===== src/rtl/dsq_pkg.sv =====
package dsq_pkg;
  typedef enum logic [2:0] {
    ST_IDLE = 3'd0,
    ST_RUN  = 3'd1,
    ST_BLK  = 3'd2,
    ST_UNB  = 3'd3,
    ST_SQ   = 3'd4
  } dsq_state_e;

  // number of slots that can leave this cycle
  function automatic int take_of(input int want, input int room);
    return (want < room) ? want : room;
  endfunction

  // clamp an offered group size to the slot count
  function automatic int clamp_of(input int cnt, input int slots);
    return (cnt > slots) ? slots : cnt;
  endfunction
endpackage


===== src/rtl/dsq_slicer.sv =====
module dsq_slicer #(
  parameter int N  = 4,
  parameter int W  = 8,
  parameter int CW = 3,
  parameter int FW = 5
) (
  input  logic [CW-1:0]  cnt_i,
  input  logic [N*W-1:0] data_i,
  input  logic [FW-1:0]  free_i,
  output logic [N-1:0]   en_o,
  output logic [CW-1:0]  rem_cnt_o,
  output logic [N*W-1:0] rem_data_o
);
  import dsq_pkg::*;

  logic [CW-1:0] take;

  assign take       = CW'(take_of(int'(cnt_i), int'(free_i)));
  assign rem_cnt_o  = cnt_i - take;
  assign rem_data_o = data_i >> (int'(take) * W);

  always_comb begin
    for (int i = 0; i < N; i++) en_o[i] = (i < int'(take));
  end
endmodule


===== src/rtl/dsq_skid.sv =====
module dsq_skid #(
  parameter int DEPTH = 4,
  parameter int EW    = 35,
  localparam int PW   = (DEPTH > 1) ? $clog2(DEPTH) : 1,
  localparam int CNTW = $clog2(DEPTH + 1)
) (
  input  logic            clk,
  input  logic            rst_n,
  input  logic            clr_i,
  input  logic            push_i,
  input  logic [EW-1:0]   push_d_i,
  input  logic            pop_i,
  input  logic            hwr_i,
  input  logic [EW-1:0]   hwr_d_i,
  output logic [EW-1:0]   head_o,
  output logic            empty_o,
  output logic            full_o,
  output logic [CNTW-1:0] cnt_o,
  output logic            ovf_o
);
  logic [EW-1:0] mem [DEPTH];
  logic [PW-1:0] rd_ptr, wr_ptr;
  logic          push_ok, pop_ok;

  function automatic logic [PW-1:0] step_ptr(input logic [PW-1:0] p);
    return (int'(p) == DEPTH - 1) ? '0 : p + 1'b1;
  endfunction

  assign empty_o = (cnt_o == '0);
  assign full_o  = (int'(cnt_o) == DEPTH);
  assign pop_ok  = pop_i && !empty_o;
  assign push_ok = push_i && (!full_o || pop_ok);
  assign ovf_o   = push_i && !push_ok;
  assign head_o  = mem[rd_ptr];

  always_ff @(posedge clk) begin
    if (!rst_n || clr_i) begin
      rd_ptr <= '0;
      wr_ptr <= '0;
      cnt_o  <= '0;
    end else begin
      if (push_ok) wr_ptr <= step_ptr(wr_ptr);
      if (pop_ok)  rd_ptr <= step_ptr(rd_ptr);
      cnt_o <= cnt_o + CNTW'(push_ok) - CNTW'(pop_ok);
    end
  end

  always_ff @(posedge clk) begin
    if (push_ok && !clr_i) mem[wr_ptr] <= push_d_i;
    if (hwr_i && !clr_i)   mem[rd_ptr] <= hwr_d_i;
  end

  p_no_overflow_r10: assert property (@(posedge clk) disable iff (!rst_n)
    int'(cnt_o) <= DEPTH);
  p_full_push_flag_r10: assert property (@(posedge clk) disable iff (!rst_n)
    (full_o && push_i && !pop_i) |=> (int'(cnt_o) == DEPTH || $past(clr_i)));
  p_head_write_nonempty_r7: assert property (@(posedge clk) disable iff (!rst_n)
    hwr_i |-> !empty_o);
endmodule


===== src/rtl/dispatch_guard.sv =====
module dispatch_guard #(
  parameter int N  = 4,
  parameter int W  = 8,
  parameter int D  = 4,
  parameter int QD = 16
) (
  input  logic                     clk,
  input  logic                     rst_n,
  input  logic                     in_valid,
  input  logic [$clog2(N+1)-1:0]   in_cnt,
  input  logic [N*W-1:0]           in_data,
  input  logic [$clog2(QD+1)-1:0]  iq_free,
  input  logic                     cmt_stall,
  input  logic                     cmt_squash,
  input  logic                     rob_squash,
  output logic                     stall_up,
  output logic [N-1:0]             disp_en,
  output logic [N*W-1:0]           disp_data,
  output logic [$clog2(QD+1)-1:0]  free_up,
  output logic [2:0]               state_o,
  output logic                     ovf_err
);
  import dsq_pkg::*;

  localparam int CW   = $clog2(N + 1);
  localparam int FW   = $clog2(QD + 1);
  localparam int EW   = CW + N * W;
  localparam int CNTW = $clog2(D + 1);

  dsq_state_e state, nxt;

  logic            sq_in, has_in, use_head, go;
  logic [CW-1:0]   grp_cnt, src_cnt, head_cnt, rem_cnt;
  logic [N*W-1:0]  src_data, head_data, rem_data;
  logic [N-1:0]    sl_en;
  logic            push, pop, hwr, clr;
  logic [EW-1:0]   push_d, head;
  logic            f_empty, f_full, f_ovf;
  logic [CNTW-1:0] f_cnt;

  assign sq_in   = cmt_squash || rob_squash;
  assign grp_cnt = in_valid ? CW'(clamp_of(int'(in_cnt), N)) : '0;
  assign has_in  = (grp_cnt != '0);

  assign head_cnt  = head[EW-1 -: CW];
  assign head_data = head[N*W-1:0];
  assign use_head  = (state == ST_UNB) && !f_empty;
  assign src_cnt   = use_head ? head_cnt : grp_cnt;
  assign src_data  = use_head ? head_data : in_data;

  dsq_slicer #(.N(N), .W(W), .CW(CW), .FW(FW)) u_slicer (
    .cnt_i(src_cnt), .data_i(src_data), .free_i(iq_free),
    .en_o(sl_en), .rem_cnt_o(rem_cnt), .rem_data_o(rem_data)
  );

  dsq_skid #(.DEPTH(D), .EW(EW)) u_skid (
    .clk(clk), .rst_n(rst_n), .clr_i(clr),
    .push_i(push), .push_d_i(push_d), .pop_i(pop),
    .hwr_i(hwr), .hwr_d_i({rem_cnt, rem_data}),
    .head_o(head), .empty_o(f_empty), .full_o(f_full),
    .cnt_o(f_cnt), .ovf_o(f_ovf)
  );

  always_comb begin
    nxt = state; stall_up = 1'b0; go = 1'b0;
    push = 1'b0; push_d = {grp_cnt, in_data};
    pop = 1'b0; hwr = 1'b0; clr = 1'b0;
    unique case (state)
      ST_IDLE, ST_RUN: begin
        if (sq_in) begin
          nxt = ST_SQ; clr = 1'b1;
        end else if (cmt_stall) begin
          stall_up = 1'b1; push = has_in; nxt = ST_BLK;
        end else begin
          go = 1'b1; nxt = ST_RUN;
          if (rem_cnt != '0) begin
            push = 1'b1; push_d = {rem_cnt, rem_data};
            stall_up = 1'b1; nxt = ST_BLK;
          end
        end
      end
      ST_BLK: begin
        stall_up = 1'b1;
        if (sq_in) begin
          nxt = ST_SQ; clr = 1'b1;
        end else begin
          push = has_in;
          if (!cmt_stall && iq_free != '0) nxt = ST_UNB;
        end
      end
      ST_UNB: begin
        stall_up = 1'b1;
        if (sq_in) begin
          nxt = ST_SQ; clr = 1'b1;
        end else if (cmt_stall) begin
          push = has_in; nxt = ST_BLK;
        end else if (f_empty) begin
          push = has_in; nxt = has_in ? ST_UNB : ST_RUN;
        end else begin
          go = 1'b1; push = has_in;
          if (rem_cnt != '0) begin
            hwr = 1'b1; nxt = ST_BLK;
          end else begin
            pop = 1'b1;
            nxt = (int'(f_cnt) == 1 && !has_in) ? ST_RUN : ST_UNB;
          end
        end
      end
      ST_SQ: if (!sq_in) nxt = ST_RUN;
      default: nxt = ST_RUN;
    endcase
  end

  assign disp_en = go ? sl_en : '0;
  for (genvar gi = 0; gi < N; gi++) begin : g_slot
    assign disp_data[gi*W +: W] = disp_en[gi] ? src_data[gi*W +: W] : '0;
  end

  always_ff @(posedge clk) begin
    if (!rst_n) begin
      state   <= ST_IDLE;
      free_up <= '0;
      ovf_err <= 1'b0;
    end else begin
      state   <= nxt;
      free_up <= iq_free;
      ovf_err <= ovf_err || f_ovf;
    end
  end

  assign state_o = state;

  p_free_delay_r2: assert property (@(posedge clk) disable iff (!rst_n)
    $past(rst_n) |-> free_up == $past(iq_free));
  p_disp_bound_r3: assert property (@(posedge clk) disable iff (!rst_n)
    $countones(disp_en) <= int'(iq_free));
  p_cstall_nodisp_r5: assert property (@(posedge clk) disable iff (!rst_n)
    (state == ST_RUN && cmt_stall && !sq_in) |-> (disp_en == '0 && stall_up));
  p_blk_stall_r6: assert property (@(posedge clk) disable iff (!rst_n)
    state == ST_BLK |-> stall_up);
  p_squash_enter_r8: assert property (@(posedge clk) disable iff (!rst_n)
    (sq_in && state != ST_SQ) |=> (state == ST_SQ && f_empty));
  p_sq_quiet_r9: assert property (@(posedge clk) disable iff (!rst_n)
    state == ST_SQ |-> (disp_en == '0 && !stall_up));
  p_ovf_sticky_r10: assert property (@(posedge clk) disable iff (!rst_n)
    ovf_err |=> ovf_err);
endmodule


===== config.mk =====
export PLATFORM = sky130hd
export DESIGN_NAME = dispatch_guard
export DESIGN_NICKNAME = d
export VERILOG_FILES = /design/src/rtl/dsq_pkg.sv /design/src/rtl/dsq_slicer.sv /design/src/rtl/dsq_skid.sv /design/src/rtl/dispatch_guard.sv
export SDC_FILE = /design/constraint.sdc
export NUM_CORES = 1
export LEC_CHECK = 0
export CELL_PAD_IN_SITES_DETAIL_PLACEMENT = 1
export CELL_PAD_IN_SITES_GLOBAL_PLACEMENT = 2
export CORE_MARGIN = 5
export CORE_UTILIZATION = 43
export CTS_BUF_LIST = sky130_fd_sc_hd__clkbuf_4 sky130_fd_sc_hd__clkbuf_8
export DETAILED_ROUTE_END_ITERATION = 8
export GPL_ROUTABILITY_DRIVEN = 0
export HOLD_SLACK_MARGIN = 0.05
export PLACE_DENSITY_LB_ADDON = 0.1
export SLEW_MARGIN = 20
export SYNTH_ARGS = -nofsm -noshare
export SYNTH_HDL_FRONTEND = slang
export SYNTH_SLANG_ARGS = --single-unit

===== constraint.sdc =====
create_clock -name clk -period 6.6 [get_ports clk]
set_input_delay 1.32 -clock clk [delete_from_list [all_inputs] [get_ports clk]]
set_output_delay 1.32 -clock clk [all_outputs]
set_load 0.05 [all_outputs]

==> results by group <==
STA
  – Tcrit/Tclk final: a little over nine tenths
  – Tmin final: about 6300 ps
  – TNS Setup: 0 ps
  – # setup viols final: 0
  – RSZ-0062 raised after global routing: no
  – Worst Skew: 19.8 ps
  – Slew margin rel.: 32.5%
  – Endpoints failing hold: 0
  – Hold Slack: 466 ps
  – Max Slew Vio Count: 0
  – Worst-margin pin slew: 1010 ps
  – Fmax: between 0.15 and 0.2 GHz

Global route
  – Grt total ovfl: 0
  – First-pass GRT wire length: between 40000 and 50000 um
  – Total GRT Usage: 21.7%
  – Antenna violations before repair: 1
  – Pin count of the biggest net entering global routing: 48
  – Vias in the first global route: a little under 7000

Yosys
  – Register area share after synthesis: between 40% and 50%
  – Synth Area in Adders: 2.07%
  – Post-Synth XOR/XNOR Area: less than 1%
  – Mux share of post-synthesis cell area: between 20% and 30%
  – Gate Count Post-Synth: 707
  – Register bit count reported by yosys: between 150 and 200
  – Largest family of logic cells by synthesized area: multiplexers
  – Synthesized area: 9780 sq um
  – Average size of a mapped cell: 13.8 sq um
  – Syn Nets: 768
  – Synth cell types: 65
  – Compound-Gate Fraction of Synth Area: 6.52%
  – Synth warn: 0
  – Async S/R FF share, synth: 0%
  – Area share of and/or/nand/nor cells after synthesis: 9.90%
  – Post-synth EDFFs: 140
  – Top_reg_cell synth: edfxtp_1

CTS
  – Post-cts hold buffer count: 0
  – Clock Sink Count: 158
  – Post-CTS Setup Bufs: 0
  – Root buffer cell: clkbuf_8
  – Num CTS Buffers: 17
  – Longest Clk Path Bufs: 2
  – CTS clk-pin slew, worst paths: 100 ps
  – H-tree levels: 4
  – Worst-Skew Late Latency: 470 ps
  – Clock tree from TritonCTS: built

Power and ir drop
  – Sw Ratio: 28.6%
  – Peak supply drop: 0.118 mV
  – Gate power share: 17.3%
  – Cell Pwr Density: 192 nW/um^2
  – Power Internal: between 1.5 and 2 mW
  – Clock power share: 32.9%
  – Pleak: approximately 4.1 nW
  – Switching power: 0.637 mW
  – Register share of total power: around 50%
  – Total power: roughly 2.2 mW

Die
  – DIE HEIGHT: 161 um
  – Die area: 25900 sq um
  – Die W: 161 um
  – FP Rows: 55
  – # IOs: between 90 and 100
  – Core region area: 22500 sq um
  – Initial Utilization: 43.5%

Cells and area
  – Final #Nets: 861
  – Share of layout cells above drive strength 1: 34.8%
  – Synth-to-layout area growth: 18.6%
  – Core Util, Final: 51.5%
  – Fillers: 2244

Worst hold path
  – HP Class: reg -> reg

Detailed routing
  – Starting DRT DRC Count: around 450
  – Antenna viol nets, final: 0
  – Detailed-route DRC error count: 0
  – Via density: 5.66
  – Vias: 6222
  – WL final: 27500 um
  – Routed wire per std cell: 25.0 um
  – First-pass DRT Iterations: 4

Worst setup path
  – CP peak stage delay: about 520 ps
  – Buf/Inv on CP: 3
  – CP Max Fanout: 10
  – CP endpoint kind: output pin
  – Setup CP Type: in -> out
  – CP required: 5280 ps
  – Critical path launch point type: primary input
  – Worst EP arrival: 4940 ps
  – Crit-path cells: clkdlybuf4s50_1, nand2_1, o21ai_0, ha_1, a21oi_1, nand2b_1, a21oi_1, nor2_4, ha_1, inv_1, fa_1, xnor2_4, nand2_1, o211ai_1, o21ai_2, buf_4
  – Top delay family on crit path: adder cells
  – Critical-path top delay cell: clkdlybuf4s50_1

Run status
  – Status: completed

Place
  – IO buf count: 91
  – Hpwl dp: 18600 um

Job
  – Maxcap violations: 0
==> synthesized netlist by cell type, drive strengths merged, types with 11 or more instances <==
cell type | number | share of area, %
nand2 | 71 | 2.7
inv | 21 | 0.81
buf | 28 | 3.4
edfxtp | 140 | 43
o22ai | 21 | 1.3
clkbuf | 14 | 0.55
mux2 | 130 | 19
dfxtp | 18 | 3.7
mux4 | 35 | 8.1
o21ai | 28 | 1.7
nor2 | 55 | 2.8
mux2i | 22 | 2.3
nor2b | 15 | 0.96
ha | 13 | 1.7
or3 | 11 | 0.70
==> final timing paths <==
kind,slack (ps),cells after the start,from,endpoint
setup / recovery,340,16,in_valid,stall_up
hold / removal,470,2,ovf_err,ovf_err
setup reg to reg,1110,16,state_o[2],u_skid.mem[3][15]
hold reg to reg,470,2,ovf_err,ovf_err
==> registers in the layout (all words and copies together) (netlist names), named ones only <==
| signal | flops |
|---|---|
| free_up | 5 |
| u_skid.rd_ptr | 2 |
| u_skid.cnt_o | 3 |
| u_skid.mem | 140 |
| u_skid.wr_ptr | 2 |
| ovf_err | 1 |
| state_o | 3 |
==> what timing repair did <==
item                                   4_1_cts  5_1_grt
resized for setup                            0        2
endpoints found under the hold margin        0        0
setup endpoints to repair                    0        1
==> logic make-up (layout without fill, tap and decap cells) <==
| family | count (synthesis) | count (layout) |
|---|---|---|
| fa+ha+maj | 15 | 15 |
| simple gates | 190 | 190 |
| mux | 187 | 187 |
| buf+inv | 63 | 169 |
| flops | 158 | 158 |
| other cells | 0 | 1 |
| compound gates | 91 | 91 |
| xor+xnor | 3 | 3 |
==> final cells by class <==
cell class              instances  area [sq um]  share of cell area (%)
multi-input cells             486          4780                    41.2
repair buffers                116          1440                    12.4
diodes                          1          2.50                  0.0216
clock inverters                15           149                    1.28
clock buffers                  17           234                    2.02
well taps                     285           357                    3.07
inverters                      21          78.8                   0.680
flip-flops and latches        158          4570                    39.4
==> worst min-delay path, stage by stage, from the launching register on <==
cell and delay, ps:
dfxtp_1 320, inv_1 40, a21boi_0 60
==> power by group through the flow <==
stage / logic [mW] / registers (mW) / clock network (mW)
finish: 0.385 / 1.11 / 0.732
global route: 0.411 / 1.11 / 0.790
CTS: 0.386 / 1.11 / 0.745
detailed placement: 0.385 / 1.13 / 0
global placement: 0.373 / 1.13 / 0
floorplan: 0.256 / 1.14 / 0
==> stage by stage <==
stage	cell area (sq um)	instances	setup slack, ps
final	11600	1099	343
after CTS	11600	1098	202
after floorplan	9790	707	24.2
after global placement	11200	1066	441
after detailed placement	11200	1066	269
after global routing	11600	1099	29.2
==> per-layer routing <==
metal / share of wire (%) / global-route usage (%)
met1: 42 / 28.4
met2: 52 / 37.5
met3: 4.9 / 3.72
met4: 1.5 / 5.97
met5: 0 / 0
==> cell usage in the layout, fill, tap and decap left out, types with 3 or more instances in the layout <==
cell type | synthesis | layout
a21oi_1 | 10 | 10
and2_1 | 7 | 7
mux2i_1 | 22 | 22
o22ai_1 | 21 | 21
ha_1 | 13 | 13
dfxtp_1 | 18 | 17
mux2_4 | 112 | 112
o211ai_1 | 9 | 9
nor2_1 | 49 | 47
buf_12 | 12 | 34
clkbuf_8 | 0 | 17
nor2b_1 | 15 | 15
edfxtp_1 | 140 | 140
o21ai_2 | 4 | 5
nor2_8 | 4 | 4
nand2_1 | 71 | 71
inv_6 | 0 | 5
or3_1 | 11 | 11
a22o_1 | 4 | 4
clkdlybuf4s50_1 | 0 | 55
nand3b_1 | 3 | 3
nand3_1 | 10 | 10
mux4_2 | 34 | 34
inv_8 | 0 | 3
o21ai_0 | 23 | 21
and3_1 | 3 | 3
inv_1 | 20 | 20
mux2_2 | 18 | 18
buf_4 | 1 | 26
No activity file was read; power rests on OpenSTA's default activity.
